==> src/rtl/sram_seq_pkg.sv <==
package sram_seq_pkg;

   typedef enum logic [2:0] {
      ST_WAKE,
      ST_IDLE,
      ST_STANDBY,
      ST_WR_REL,
      ST_WR_DRV,
      ST_WR_TAIL,
      ST_RD_ACC,
      ST_RD_TURN
   } seq_state_e;

   // nanoseconds to whole clocks, rounded up
   function automatic int unsigned ns_to_clk(input int unsigned ns, input int unsigned period);
      return (ns + period - 1) / period;
   endfunction

   function automatic int unsigned umax(input int unsigned a, input int unsigned b);
      return (a > b) ? a : b;
   endfunction

endpackage

==> src/rtl/sram_seq_timer.sv <==
module sram_seq_timer #(
   parameter int unsigned CNT_W   = 5,
   parameter int unsigned RST_VAL = 0
) (
   input  logic             clk,
   input  logic             rst_n,
   input  logic             load,
   input  logic [CNT_W-1:0] load_val,
   output logic             done
);

   logic [CNT_W-1:0] cnt_q;

   always_ff @(posedge clk or negedge rst_n) begin
      if (!rst_n)
         cnt_q <= CNT_W'(RST_VAL);
      else if (load)
         cnt_q <= load_val;
      else if (cnt_q != '0)
         cnt_q <= cnt_q - 1'b1;
   end

   assign done = (cnt_q == '0);

endmodule

==> src/rtl/sram_seq_dp.sv <==
module sram_seq_dp #(
   parameter int unsigned ADDR_W = 13,
   parameter int unsigned DATA_W = 8
) (
   input  logic              clk,
   input  logic              rst_n,
   input  logic              accept,
   input  logic [ADDR_W-1:0] in_addr,
   input  logic [DATA_W-1:0] in_wdata,
   input  logic              capture,
   input  logic [DATA_W-1:0] bus_in,
   output logic [ADDR_W-1:0] addr_q,
   output logic [DATA_W-1:0] wdata_q,
   output logic [DATA_W-1:0] rdata_q,
   output logic              rvalid_q
);

   always_ff @(posedge clk or negedge rst_n) begin
      if (!rst_n) begin
         addr_q  <= '0;
         wdata_q <= '0;
      end else if (accept) begin
         addr_q  <= in_addr;
         wdata_q <= in_wdata;
      end
   end

   always_ff @(posedge clk or negedge rst_n) begin
      if (!rst_n) begin
         rdata_q  <= '0;
         rvalid_q <= 1'b0;
      end else begin
         rvalid_q <= capture;
         if (capture)
            rdata_q <= bus_in;
      end
   end

   AST_RSP_ONE_CYCLE: assert property (@(posedge clk) disable iff (!rst_n)
      rvalid_q |=> !rvalid_q);

endmodule

==> src/rtl/sram_seq_ctl.sv <==
module sram_seq_ctl
   import sram_seq_pkg::*;
#(
   parameter int unsigned CNT_W   = 5,
   parameter int unsigned REL_CYC = 6,
   parameter int unsigned DRV_CYC = 12,
   parameter int unsigned TAIL_CYC = 2,
   parameter int unsigned ACC_CYC = 20,
   parameter int unsigned TURN_CYC = 4,
   parameter int unsigned REC_CYC = 20,
   parameter int unsigned WP_CYC  = 15,
   parameter int unsigned DW_CYC  = 10
) (
   input  logic clk,
   input  logic rst_n,
   input  logic sleep,
   input  logic accept,
   input  logic is_write,
   output logic ready,
   output logic capture,
   output logic ce_on,
   output logic we_n,
   output logic oe_n,
   output logic dq_oe
);

   localparam int unsigned MON_W = 16;
   localparam logic [MON_W-1:0] MON_MAX = '1;

   seq_state_e       state_q, state_d;
   logic             tmr_load, tmr_done;
   logic [CNT_W-1:0] tmr_val;

   sram_seq_timer #(
      .CNT_W  (CNT_W),
      .RST_VAL(REC_CYC - 1)
   ) u_timer (
      .clk     (clk),
      .rst_n   (rst_n),
      .load    (tmr_load),
      .load_val(tmr_val),
      .done    (tmr_done)
   );

   always_comb begin
      state_d  = state_q;
      tmr_load = 1'b0;
      tmr_val  = '0;
      capture  = 1'b0;
      unique case (state_q)
         ST_WAKE: if (tmr_done) state_d = ST_IDLE;
         ST_IDLE: begin
            if (sleep) begin
               state_d = ST_STANDBY;
            end else if (accept) begin
               tmr_load = 1'b1;
               if (is_write) begin
                  state_d = ST_WR_REL;
                  tmr_val = CNT_W'(REL_CYC - 1);
               end else begin
                  state_d = ST_RD_ACC;
                  tmr_val = CNT_W'(ACC_CYC - 1);
               end
            end
         end
         ST_STANDBY: if (!sleep) begin
            state_d  = ST_WAKE;
            tmr_load = 1'b1;
            tmr_val  = CNT_W'(REC_CYC - 1);
         end
         ST_WR_REL: if (tmr_done) begin
            state_d  = ST_WR_DRV;
            tmr_load = 1'b1;
            tmr_val  = CNT_W'(DRV_CYC - 1);
         end
         ST_WR_DRV: if (tmr_done) begin
            state_d  = ST_WR_TAIL;
            tmr_load = 1'b1;
            tmr_val  = CNT_W'(TAIL_CYC - 1);
         end
         ST_WR_TAIL: if (tmr_done) state_d = ST_IDLE;
         ST_RD_ACC: if (tmr_done) begin
            state_d  = ST_RD_TURN;
            capture  = 1'b1;
            tmr_load = 1'b1;
            tmr_val  = CNT_W'(TURN_CYC - 1);
         end
         ST_RD_TURN: if (tmr_done) state_d = ST_IDLE;
         default: state_d = ST_WAKE;
      endcase
   end

   // strobes come straight from flops, decoded from the next state
   always_ff @(posedge clk or negedge rst_n) begin
      if (!rst_n) begin
         state_q <= ST_WAKE;
         ce_on   <= 1'b1;
         we_n    <= 1'b1;
         oe_n    <= 1'b1;
         dq_oe   <= 1'b0;
      end else begin
         state_q <= state_d;
         ce_on   <= (state_d != ST_STANDBY);
         we_n    <= !((state_d == ST_WR_REL) || (state_d == ST_WR_DRV));
         oe_n    <= (state_d != ST_RD_ACC);
         dq_oe   <= (state_d == ST_WR_DRV);
      end
   end

   assign ready = (state_q == ST_IDLE) && !sleep;

   // run-length monitors for the timing properties
   logic [MON_W-1:0] we_lo_run, drv_run, oe_hi_run;

   always_ff @(posedge clk or negedge rst_n) begin
      if (!rst_n) begin
         we_lo_run <= '0;
         drv_run   <= '0;
         oe_hi_run <= MON_MAX;
      end else begin
         we_lo_run <= we_n  ? '0 : ((we_lo_run == MON_MAX) ? MON_MAX : we_lo_run + 1'b1);
         drv_run   <= !dq_oe ? '0 : ((drv_run == MON_MAX) ? MON_MAX : drv_run + 1'b1);
         oe_hi_run <= !oe_n ? '0 : ((oe_hi_run == MON_MAX) ? MON_MAX : oe_hi_run + 1'b1);
      end
   end

   AST_WE_PULSE_MIN: assert property (@(posedge clk) disable iff (!rst_n)
      $rose(we_n) |-> (we_lo_run >= MON_W'(WP_CYC)));
   AST_WE_SELECTED: assert property (@(posedge clk) disable iff (!rst_n)
      !we_n |-> ce_on);
   AST_DRIVE_LATE_ENOUGH: assert property (@(posedge clk) disable iff (!rst_n)
      $rose(dq_oe) |-> (we_lo_run >= MON_W'(REL_CYC)));
   AST_DATA_SETUP: assert property (@(posedge clk) disable iff (!rst_n)
      $rose(we_n) |-> (drv_run >= MON_W'(DW_CYC)));
   AST_RELEASE_AT_WE_RISE: assert property (@(posedge clk) disable iff (!rst_n)
      $rose(we_n) |-> !dq_oe);
   AST_TURNAROUND_GAP: assert property (@(posedge clk) disable iff (!rst_n)
      dq_oe |-> (oe_hi_run >= MON_W'(TURN_CYC)));
   AST_STROBE_EXCL: assert property (@(posedge clk) disable iff (!rst_n)
      !(!we_n && !oe_n));
   AST_DESELECT_QUIET: assert property (@(posedge clk) disable iff (!rst_n)
      !ce_on |-> (we_n && oe_n && !dq_oe));
   AST_BUSY_NOT_READY: assert property (@(posedge clk) disable iff (!rst_n)
      (!we_n || !oe_n) |-> !ready);

endmodule

==> src/rtl/sram_seq_top.sv <==
module sram_seq_top
   import sram_seq_pkg::*;
#(
   parameter int unsigned ADDR_W        = 13,
   parameter int unsigned DATA_W        = 8,
   parameter int unsigned CLK_PERIOD_NS = 10,
   parameter int unsigned T_WP_NS       = 150,
   parameter int unsigned T_DW_NS       = 100,
   parameter int unsigned T_CW_NS       = 180,
   parameter int unsigned T_WC_NS       = 200,
   parameter int unsigned T_WZ_NS       = 60,
   parameter int unsigned T_AA_NS       = 200,
   parameter int unsigned T_OE_NS       = 150,
   parameter int unsigned T_OHZ_NS      = 40,
   parameter int unsigned T_RC_NS       = 200,
   parameter bit          STANDBY_EN    = 1'b1
) (
   input  logic              clk,
   input  logic              rst_n,
   input  logic              sleep_req,
   input  logic              req_valid,
   output logic              req_ready,
   input  logic              req_write,
   input  logic [ADDR_W-1:0] req_addr,
   input  logic [DATA_W-1:0] req_wdata,
   output logic              rsp_valid,
   output logic [DATA_W-1:0] rsp_rdata,
   output logic [ADDR_W-1:0] sram_addr,
   output logic              sram_ce1_n,
   output logic              sram_ce2,
   output logic              sram_we_n,
   output logic              sram_oe_n,
   output logic [DATA_W-1:0] sram_dq_out,
   output logic              sram_dq_oe,
   input  logic [DATA_W-1:0] sram_dq_in
);

   localparam int unsigned WP_CYC  = ns_to_clk(T_WP_NS,  CLK_PERIOD_NS);
   localparam int unsigned DW_CYC  = ns_to_clk(T_DW_NS,  CLK_PERIOD_NS);
   localparam int unsigned CW_CYC  = ns_to_clk(T_CW_NS,  CLK_PERIOD_NS);
   localparam int unsigned WC_CYC  = ns_to_clk(T_WC_NS,  CLK_PERIOD_NS);
   localparam int unsigned WZ_CYC  = ns_to_clk(T_WZ_NS,  CLK_PERIOD_NS);
   localparam int unsigned AA_CYC  = ns_to_clk(T_AA_NS,  CLK_PERIOD_NS);
   localparam int unsigned OE_CYC  = ns_to_clk(T_OE_NS,  CLK_PERIOD_NS);
   localparam int unsigned OHZ_CYC = ns_to_clk(T_OHZ_NS, CLK_PERIOD_NS);
   localparam int unsigned RC_CYC  = ns_to_clk(T_RC_NS,  CLK_PERIOD_NS);

   // phase lengths, each at least one clock
   localparam int unsigned REL_CYC  = umax(WZ_CYC, 1);
   localparam int unsigned DRV_CYC  = umax(umax(DW_CYC, 1),
                                      umax((WP_CYC > REL_CYC) ? WP_CYC - REL_CYC : 0,
                                           (CW_CYC > REL_CYC) ? CW_CYC - REL_CYC : 0));
   localparam int unsigned TAIL_CYC = umax(1, (WC_CYC > REL_CYC + DRV_CYC) ?
                                              WC_CYC - REL_CYC - DRV_CYC : 0);
   localparam int unsigned ACC_CYC  = umax(umax(AA_CYC, OE_CYC), 1);
   localparam int unsigned TURN_CYC = umax(OHZ_CYC, 1);
   localparam int unsigned REC_CYC  = umax(RC_CYC, 1);
   localparam int unsigned MAX_CYC  = umax(umax(umax(REL_CYC, DRV_CYC), umax(TAIL_CYC, ACC_CYC)),
                                      umax(TURN_CYC, REC_CYC));
   localparam int unsigned CNT_W    = $clog2(MAX_CYC + 1);

   if (CLK_PERIOD_NS == 0) begin : g_bad_period
      $error("CLK_PERIOD_NS must be nonzero");
   end
   if (ADDR_W == 0 || DATA_W == 0) begin : g_bad_width
      $error("ADDR_W and DATA_W must be nonzero");
   end
   if (CNT_W > 16) begin : g_bad_count
      $error("phase length exceeds monitor range");
   end

   logic sleep_int;
   if (STANDBY_EN) begin : g_standby
      assign sleep_int = sleep_req;
   end else begin : g_no_standby
      assign sleep_int = 1'b0;
   end

   logic accept, capture, ce_on;

   assign accept = req_valid && req_ready;

   sram_seq_ctl #(
      .CNT_W   (CNT_W),
      .REL_CYC (REL_CYC),
      .DRV_CYC (DRV_CYC),
      .TAIL_CYC(TAIL_CYC),
      .ACC_CYC (ACC_CYC),
      .TURN_CYC(TURN_CYC),
      .REC_CYC (REC_CYC),
      .WP_CYC  (WP_CYC),
      .DW_CYC  (DW_CYC)
   ) u_ctl (
      .clk     (clk),
      .rst_n   (rst_n),
      .sleep   (sleep_int),
      .accept  (accept),
      .is_write(req_write),
      .ready   (req_ready),
      .capture (capture),
      .ce_on   (ce_on),
      .we_n    (sram_we_n),
      .oe_n    (sram_oe_n),
      .dq_oe   (sram_dq_oe)
   );

   sram_seq_dp #(
      .ADDR_W(ADDR_W),
      .DATA_W(DATA_W)
   ) u_dp (
      .clk     (clk),
      .rst_n   (rst_n),
      .accept  (accept),
      .in_addr (req_addr),
      .in_wdata(req_wdata),
      .capture (capture),
      .bus_in  (sram_dq_in),
      .addr_q  (sram_addr),
      .wdata_q (sram_dq_out),
      .rdata_q (rsp_rdata),
      .rvalid_q(rsp_valid)
   );

   assign sram_ce1_n = !ce_on;
   assign sram_ce2   = ce_on;

   AST_ADDR_HELD: assert property (@(posedge clk) disable iff (!rst_n)
      (!sram_we_n || !sram_oe_n) && !accept |=> $stable(sram_addr));

endmodule

==> config.mk <==
export PLATFORM = sky130hd
export DESIGN_NAME = sram_seq_top
export DESIGN_NICKNAME = d
export VERILOG_FILES = /design/src/rtl/sram_seq_pkg.sv /design/src/rtl/sram_seq_timer.sv /design/src/rtl/sram_seq_dp.sv /design/src/rtl/sram_seq_ctl.sv /design/src/rtl/sram_seq_top.sv
export SDC_FILE = /design/constraint.sdc
export NUM_CORES = 1
export LEC_CHECK = 0
export ABC_AREA = 1
export BUFFER_PORTS_ARGS = -buffer_cell sky130_fd_sc_hd__buf_4
export CELL_PAD_IN_SITES_DETAIL_PLACEMENT = 0
export CELL_PAD_IN_SITES_GLOBAL_PLACEMENT = 1
export CORE_MARGIN = 2
export CORE_UTILIZATION = 35
export CTS_BUF_LIST = sky130_fd_sc_hd__clkbuf_8
export DETAILED_ROUTE_END_ITERATION = 8
export PLACE_DENSITY_LB_ADDON = 0.1
export RECOVER_POWER = 100
export SLEW_MARGIN = 40
export SYNTH_ARGS = -nofsm -noshare
export SYNTH_HDL_FRONTEND = slang
export SYNTH_SLANG_ARGS = --single-unit
==> constraint.sdc <==
create_clock -name clk -period 1.67 [get_ports clk]
set_clock_uncertainty 0.1 [all_clocks]
set_input_delay 0.167 -clock clk [delete_from_list [all_inputs] [get_ports clk]]
set_output_delay 0.167 -clock clk [all_outputs]
set_load 0.005 [all_outputs]
Yosys cells after proc, flatten, opt, wreduce, memory -nomap -nowiden
Index checks and enable logic that the tools add are counted.
{"block": "totals", "regBits": 42, "input_bits": 34, "elab_cells": 59}
{"block": "op_classes", "n_addsub": 1, "n_eq_ne": 11, "mux": 25, "n_reduce_logical": 12}
{"cell": "$mux 5", "count": 6}
{"cell": "$pmux 5 s5", "count": 1}
{"cell": "$mux 3", "count": 8}
{"cell": "$pmux 3 s6", "count": 1}
{"cell": "$eq 3x3->1 const B", "count": 5}
{"cell": "$eq 3x2->1 const B", "count": 3}
{"cell": "$mux 1", "count": 6}
{"cell": "$reduce_or 3->1", "count": 2}
{"cell": "$logic_not 5->1", "count": 1}
{"cell": "$reduce_bool 5->1", "count": 1}
{"cell": "$sub 5x1->5 const B", "count": 1}
{"cell": "$mux 4", "count": 1}
{"cell": "$eq 3x1->1 const B", "count": 1}
{"cell": "$logic_not 1->1", "count": 3}
{"cell": "$logic_not 3->1", "count": 1}
{"cell": "$ne 3x2->1 const B", "count": 1}
{"cell": "$ne 3x3->1 const B", "count": 1}
{"cell": "$pmux 1 s3", "count": 1}
{"cell": "$logic_and 1x1->1", "count": 2}
{"cell": "$mux 2", "count": 1}
{"cell": "$reduce_bool 2->1", "count": 1}
{"cell": "$logic_or 1x1->1", "count": 1}

Depth between registers and ports, before layout
{"block": "depth", "depth_word": 9, "ltp_mapped": 12, "mapped_depth_nobuf": 12}

Modules after synthesis
Synthesis repeated with hierarchy kept, for this count alone.
{"block": "hier_totals", "hier_cells": 239, "hier_area_um2": 1970.6}
{"module": "sram_seq_dp", "n_inst": 1, "cells_each": 124, "area_each_um2": 1133.6, "seq_area_each_um2": 750.7}
{"module": "sram_seq_ctl", "n_inst": 1, "cells_each": 73, "area_each_um2": 519.2, "seq_area_each_um2": 178.9}
{"module": "sram_seq_timer", "n_inst": 1, "cells_each": 39, "area_each_um2": 306.5, "seq_area_each_um2": 128.9}
{"module": "sram_seq_top", "n_inst": 1, "cells_each": 3, "area_each_um2": 11.3, "seq_area_each_um2": 0.0}

Least setup slack after synthesis
Ideal clock, no wire load.
{"block": "synth_timing", "path_kind": "register -> register", "from": "reg u_ctl.u_timer.cnt_q[0]", "to": "reg u_dp.rdata_q[0]", "setup_time_ps": 118, "arrival_ps": 1373, "slack_ps": 79, "path_stages_with_launch": 9, "path_buffers": 0, "period_less_slack_ps": 1591, "cell_sequence": "dfstp_2 inv_1 ha_1 nand2_1 nor2_1 nand4_2 clkinv_1 nand2_1 nand2_1"}
{"block": "synth_via", "elab_chain_len": 3}
{"element": "start, declared", "line": "sram_seq_timer.sv:12", "text": "logic [CNT_W-1:0] cnt_q;"}
{"element": "start signal, assigned", "line": "sram_seq_timer.sv:16", "text": "cnt_q <= CNT_W'(RST_VAL);"}
{"element": "start signal, assigned", "line": "sram_seq_timer.sv:18", "text": "cnt_q <= load_val;"}
{"element": "start signal, assigned", "line": "sram_seq_timer.sv:20", "text": "cnt_q <= cnt_q - 1'b1;"}
{"element": "$logic_not 5->1", "line": "sram_seq_timer.sv:23", "text": "assign done = (cnt_q == '0);"}
{"element": "$mux 1", "line": "sram_seq_ctl.sv:82", "text": "ST_RD_ACC: if (tmr_done) begin"}
{"element": "$mux 1", "line": "sram_seq_ctl.sv:50", "text": "unique case (state_q)"}
{"element": "net capture", "line": "sram_seq_top.sv:79", "text": "logic accept, capture, ce_on;"}
{"element": "end signal, assigned", "line": "sram_seq_dp.sv:35", "text": "rdata_q <= bus_in;"}
{"element": "end, declared", "line": "sram_seq_dp.sv:14", "text": "output logic [DATA_W-1:0] rdata_q,"}
The timed path passes the listed nets, and every way through them passes these cells.
A chain may end at the register's enable or synchronous reset.

Final worst setup path
{"block": "layout_timing", "from": "reg u_ctl.state_q[2]", "to": "out req_ready"}
{"block": "layout_via", "elab_chain_len": 2}
{"element": "start, declared", "line": "sram_seq_ctl.sv:30", "text": "seq_state_e state_q, state_d;"}
{"element": "start signal, assigned", "line": "sram_seq_ctl.sv:102", "text": "state_q <= state_d;"}
{"element": "$eq 3x1->1", "line": "sram_seq_ctl.sv:110", "text": "assign ready = (state_q == ST_IDLE) && !sleep;"}
{"element": "$logic_and 1x1->1", "line": "sram_seq_ctl.sv:110"}
{"element": "end, declared", "line": "sram_seq_top.sv:22", "text": "output logic req_ready,"}
Every way passes these cells.

==> results.json <==
{
  "status": "finished clean",
  "power.density_nw_per_um2": 1600,
  "cts_made_buffers": 5,
  "period_needed_ns": 1.59,
  "synth_flop_cell": "dfrtp_1",
  "synthAdderAreaFrac": 0.0128,
  "period_share": 0.952,
  "die_w_um": 78.9,
  "drt_iter0_drc": 44,
  "slowest_delay_ns": 0.46,
  "first_global_vias": 1734,
  "p_switching_uw": 1680,
  "synth_top_family_by_area": "simple AND/OR/NAND/NOR gates",
  "drive_gt1_frac": 0.478,
  "crit_family": "flip-flops",
  "numPortBuffers": 69,
  "path_class": "flop to output pin",
  "hold_slack_ns": 0.00860,
  "synth.most_common_cell": "nand2_1",
  "setup-violations-final": 0,
  "worst-path-buf-inv": 3,
  "seqPwrFrac": 0.374,
  "worstPathCellList": "inv_4 -> nand2_2 -> nor3_4 -> buf_6 -> buf_4",
  "synth_edf_count": 0,
  "synth_seq_area_share": 0.540,
  "cp.arrival_ns": 1.32,
  "synth_cell_types": 24,
  "synthMuxAreaShare": 0.155,
  "yosys.area_share.simple": 0.198,
  "grt_pass1_wl_mm": 7.90,
  "place_area_um2": 2620,
  "synth_common_cells": "53 x nand2_1, 36 x dfrtp_1, 18 x inv_1, 18 x mux2_4, 12 x nand3_1",
  "insertedDiodeCount": 0,
  "synth.area.top_cells": "dfrtp_1 46%, mux2_4 14%, nand2_1 10%",
  "cpMaxStageDelayCell": "dfrtp_2",
  "synth-seq-cells": 42,
  "drt_first_pass_iters": 3,
  "synth_area_um2": 1960,
  "yosys_warnings": 0,
  "fmax_mhz": 629,
  "grt.overflow.total": 0,
  "critPathLaunchType": "flop",
  "htree_levels": 2,
  "vias": 1641,
  "rows": 27,
  "syn-mean-instance-area_um2": 10.6,
  "crit_fanout": 5,
  "wl_mm": 4.56,
  "finalMaxSlewViolations": 0,
  "rrSetupSlack_ns": 0.09,
  "synth_nets": 221,
  "p_int_uw": 3290,
  "p_leak_uw": 0.00160,
  "clkLatencyLatePin_ns": 0.29,
  "fin_nets": 334,
  "switching_share": 0.338,
  "min_path_type": "input pin to flop",
  "drv_cap": 0,
  "yosys.area_share.xor_xnor": 0.0134,
  "slew_headroom": 0.324,
  "syn2layout_area_growth_pct": 58.0,
  "ant_nets": 0,
  "r2r_end": "u_dp.addr_q[9]",
  "clock_sinks": 42,
  "hold_path.startpoint": "req_wdata[1]",
  "synth_top_area_cell": "dfrtp_1",
  "synthCells": 185,
  "synth_compound_area_frac": 0.0217,
  "cts_buffer_depth": 2,
  "clk_pin_slew_ns": 0.08,
  "vias_per_cell": 4.42,
  "track_usage": 0.163,
  "rsz0062_at_grt": "true",
  "cts_tree": "yes",
  "irDropWorstVdd_mv": 0.722,
  "netlist.area_leader.share": 0.459,
  "ios": 70,
  "globalplace.congestion": 0.758,
  "final_cell_area_um2": 3100,
  "synthArstFlopShare": 1.00,
  "core-area_um2": 5470,
  "r2r_cells": 5,
  "dieHeight_um": 78.9,
  "end_kind": "output pin",
  "cp.required_ns": 1.40,
  "grt_max_degree": 43,
  "dpl.hpwl_mm": 3.23,
  "start_util": 0.358,
  "fill_cells": 489,
  "rr_startpoint": "u_ctl.state_q[0]",
  "die-area_um2": 6220,
  "hold_violations": 0,
  "combPwrFrac": 0.468,
  "worstMarginPinSlew_ns": 1.01,
  "hold_end": "u_dp.wdata_q[1]",
  "antenna_found_initial": 0,
  "cts-root-buf": "clkbuf_8",
  "whs_path_depth": 2,
  "remaining_drc_errors": 0,
  "clockPowerShare": 0.158,
  "wire_per_inst_um": 12.3
}
-- cells by family (layout without fill, tap and decap cells) --
logic type | after synthesis | in the layout
buffers and inverters | 25 | 139
DFF | 42 | 42
AOI/OAI and AO/OA | 8 | 8
muxes | 21 | 21
and+or+nand+nor | 84 | 84
xor gates and xnor gates | 3 | 3
adders and majority gates | 2 | 2
-- power by group through the flow --
stage | clock network, uW | registers [uW] | logic [uW]
2_1_floorplan | 0 | 1830 | 1180
3_3_place_gp | 0 | 1850 | 2170
3_5_place_dp | 0 | 1850 | 2170
4_1_cts | 811 | 1850 | 2240
5_1_grt | 861 | 1930 | 2610
6_report | 786 | 1860 | 2330
-- worst max-delay path by stage --
stage / startpoint / end / slack (ns) / depth (start not counted)
floorplan: u_ctl.u_timer.cnt_q[0] / u_dp.rdata_q[0] / 0.08 / 8
global placement: u_ctl.u_timer.cnt_q[0] / u_ctl.we_n / -0.03 / 10
detailed placement: u_ctl.u_timer.cnt_q[0] / u_ctl.u_timer.cnt_q[4] / -0.05 / 9
CTS: u_ctl.u_timer.cnt_q[0] / u_ctl.we_n / -0.001 / 10
global route: u_ctl.u_timer.cnt_q[0] / u_ctl.u_timer.cnt_q[3] / -0.02 / 9
finish: u_ctl.state_q[2] / req_ready / 0.08 / 5
-- cells in the final DEF, fill, tap and decap left out, drive strengths merged --
master and instances:
dfstp 6, nand4 5, nand2 53, mux2 21, nor3 3, a21oi 4, nand3 12, o211ai 1
ha 2, bufinv 1, xor2 3, clkinv 3, nor2 11, o21ai 3, clkbuf 40, dfrtp 36
buf 46, inv 21, dlygate4sd3 28
-- final cells by class --
class                      instances  area [um^2]  share of cell area
clock buffer                       5         68.8              0.0222
clock inverter                     3         40.0              0.0129
tap                               72         90.1              0.0291
timing repair buffer             109          891               0.287
inverter                          22         88.8              0.0287
sequential                        42         1060               0.342
multi-input combinational        118          862               0.278
-- metal layers --
metal	routed length, um	global-route usage
met4	90	0.0569
met3	223	0.0489
met5	0	0
met2	2170	0.257
met1	2070	0.213
-- repair_timing --
action                                  CTS  global route
buffers inserted                          2             1
hold buffers                             25             3
resized for setup                         4            27
endpoints found under the hold margin    60             3
pin swaps                                 3             7
endpoints found under the setup margin   13            21
-- per-stage QoR --
step                worst slack, ns   util  total power (uW)  instances  setup TNS (ns)
floorplan                    0.0790      -              3020        185               0
global route                -0.0155  0.567              5400        371         -0.0423
detailed placement          -0.0495  0.478              4020        332          -0.199
global placement            -0.0263  0.478              4020        332         -0.0263
finish                       0.0802  0.567              4970        371               0
CTS                        -0.00106  0.549              4910        367        -0.00106
-- flip-flops by register name, indices dropped and copies added, names as in the netlist --
| signal | cells |
|---|---|
| u_ctl.state_q | 3 |
| u_ctl.oe_n | 1 |
| u_dp.rvalid_q | 1 |
| u_ctl.ce_on | 1 |
| u_ctl.dq_oe | 1 |
| u_dp.rdata_q | 8 |
| u_dp.wdata_q | 8 |
| u_ctl.u_timer.cnt_q | 5 |
| u_dp.addr_q | 13 |
| u_ctl.we_n | 1 |
Note: power is estimated with default switching activity, not from simulation.
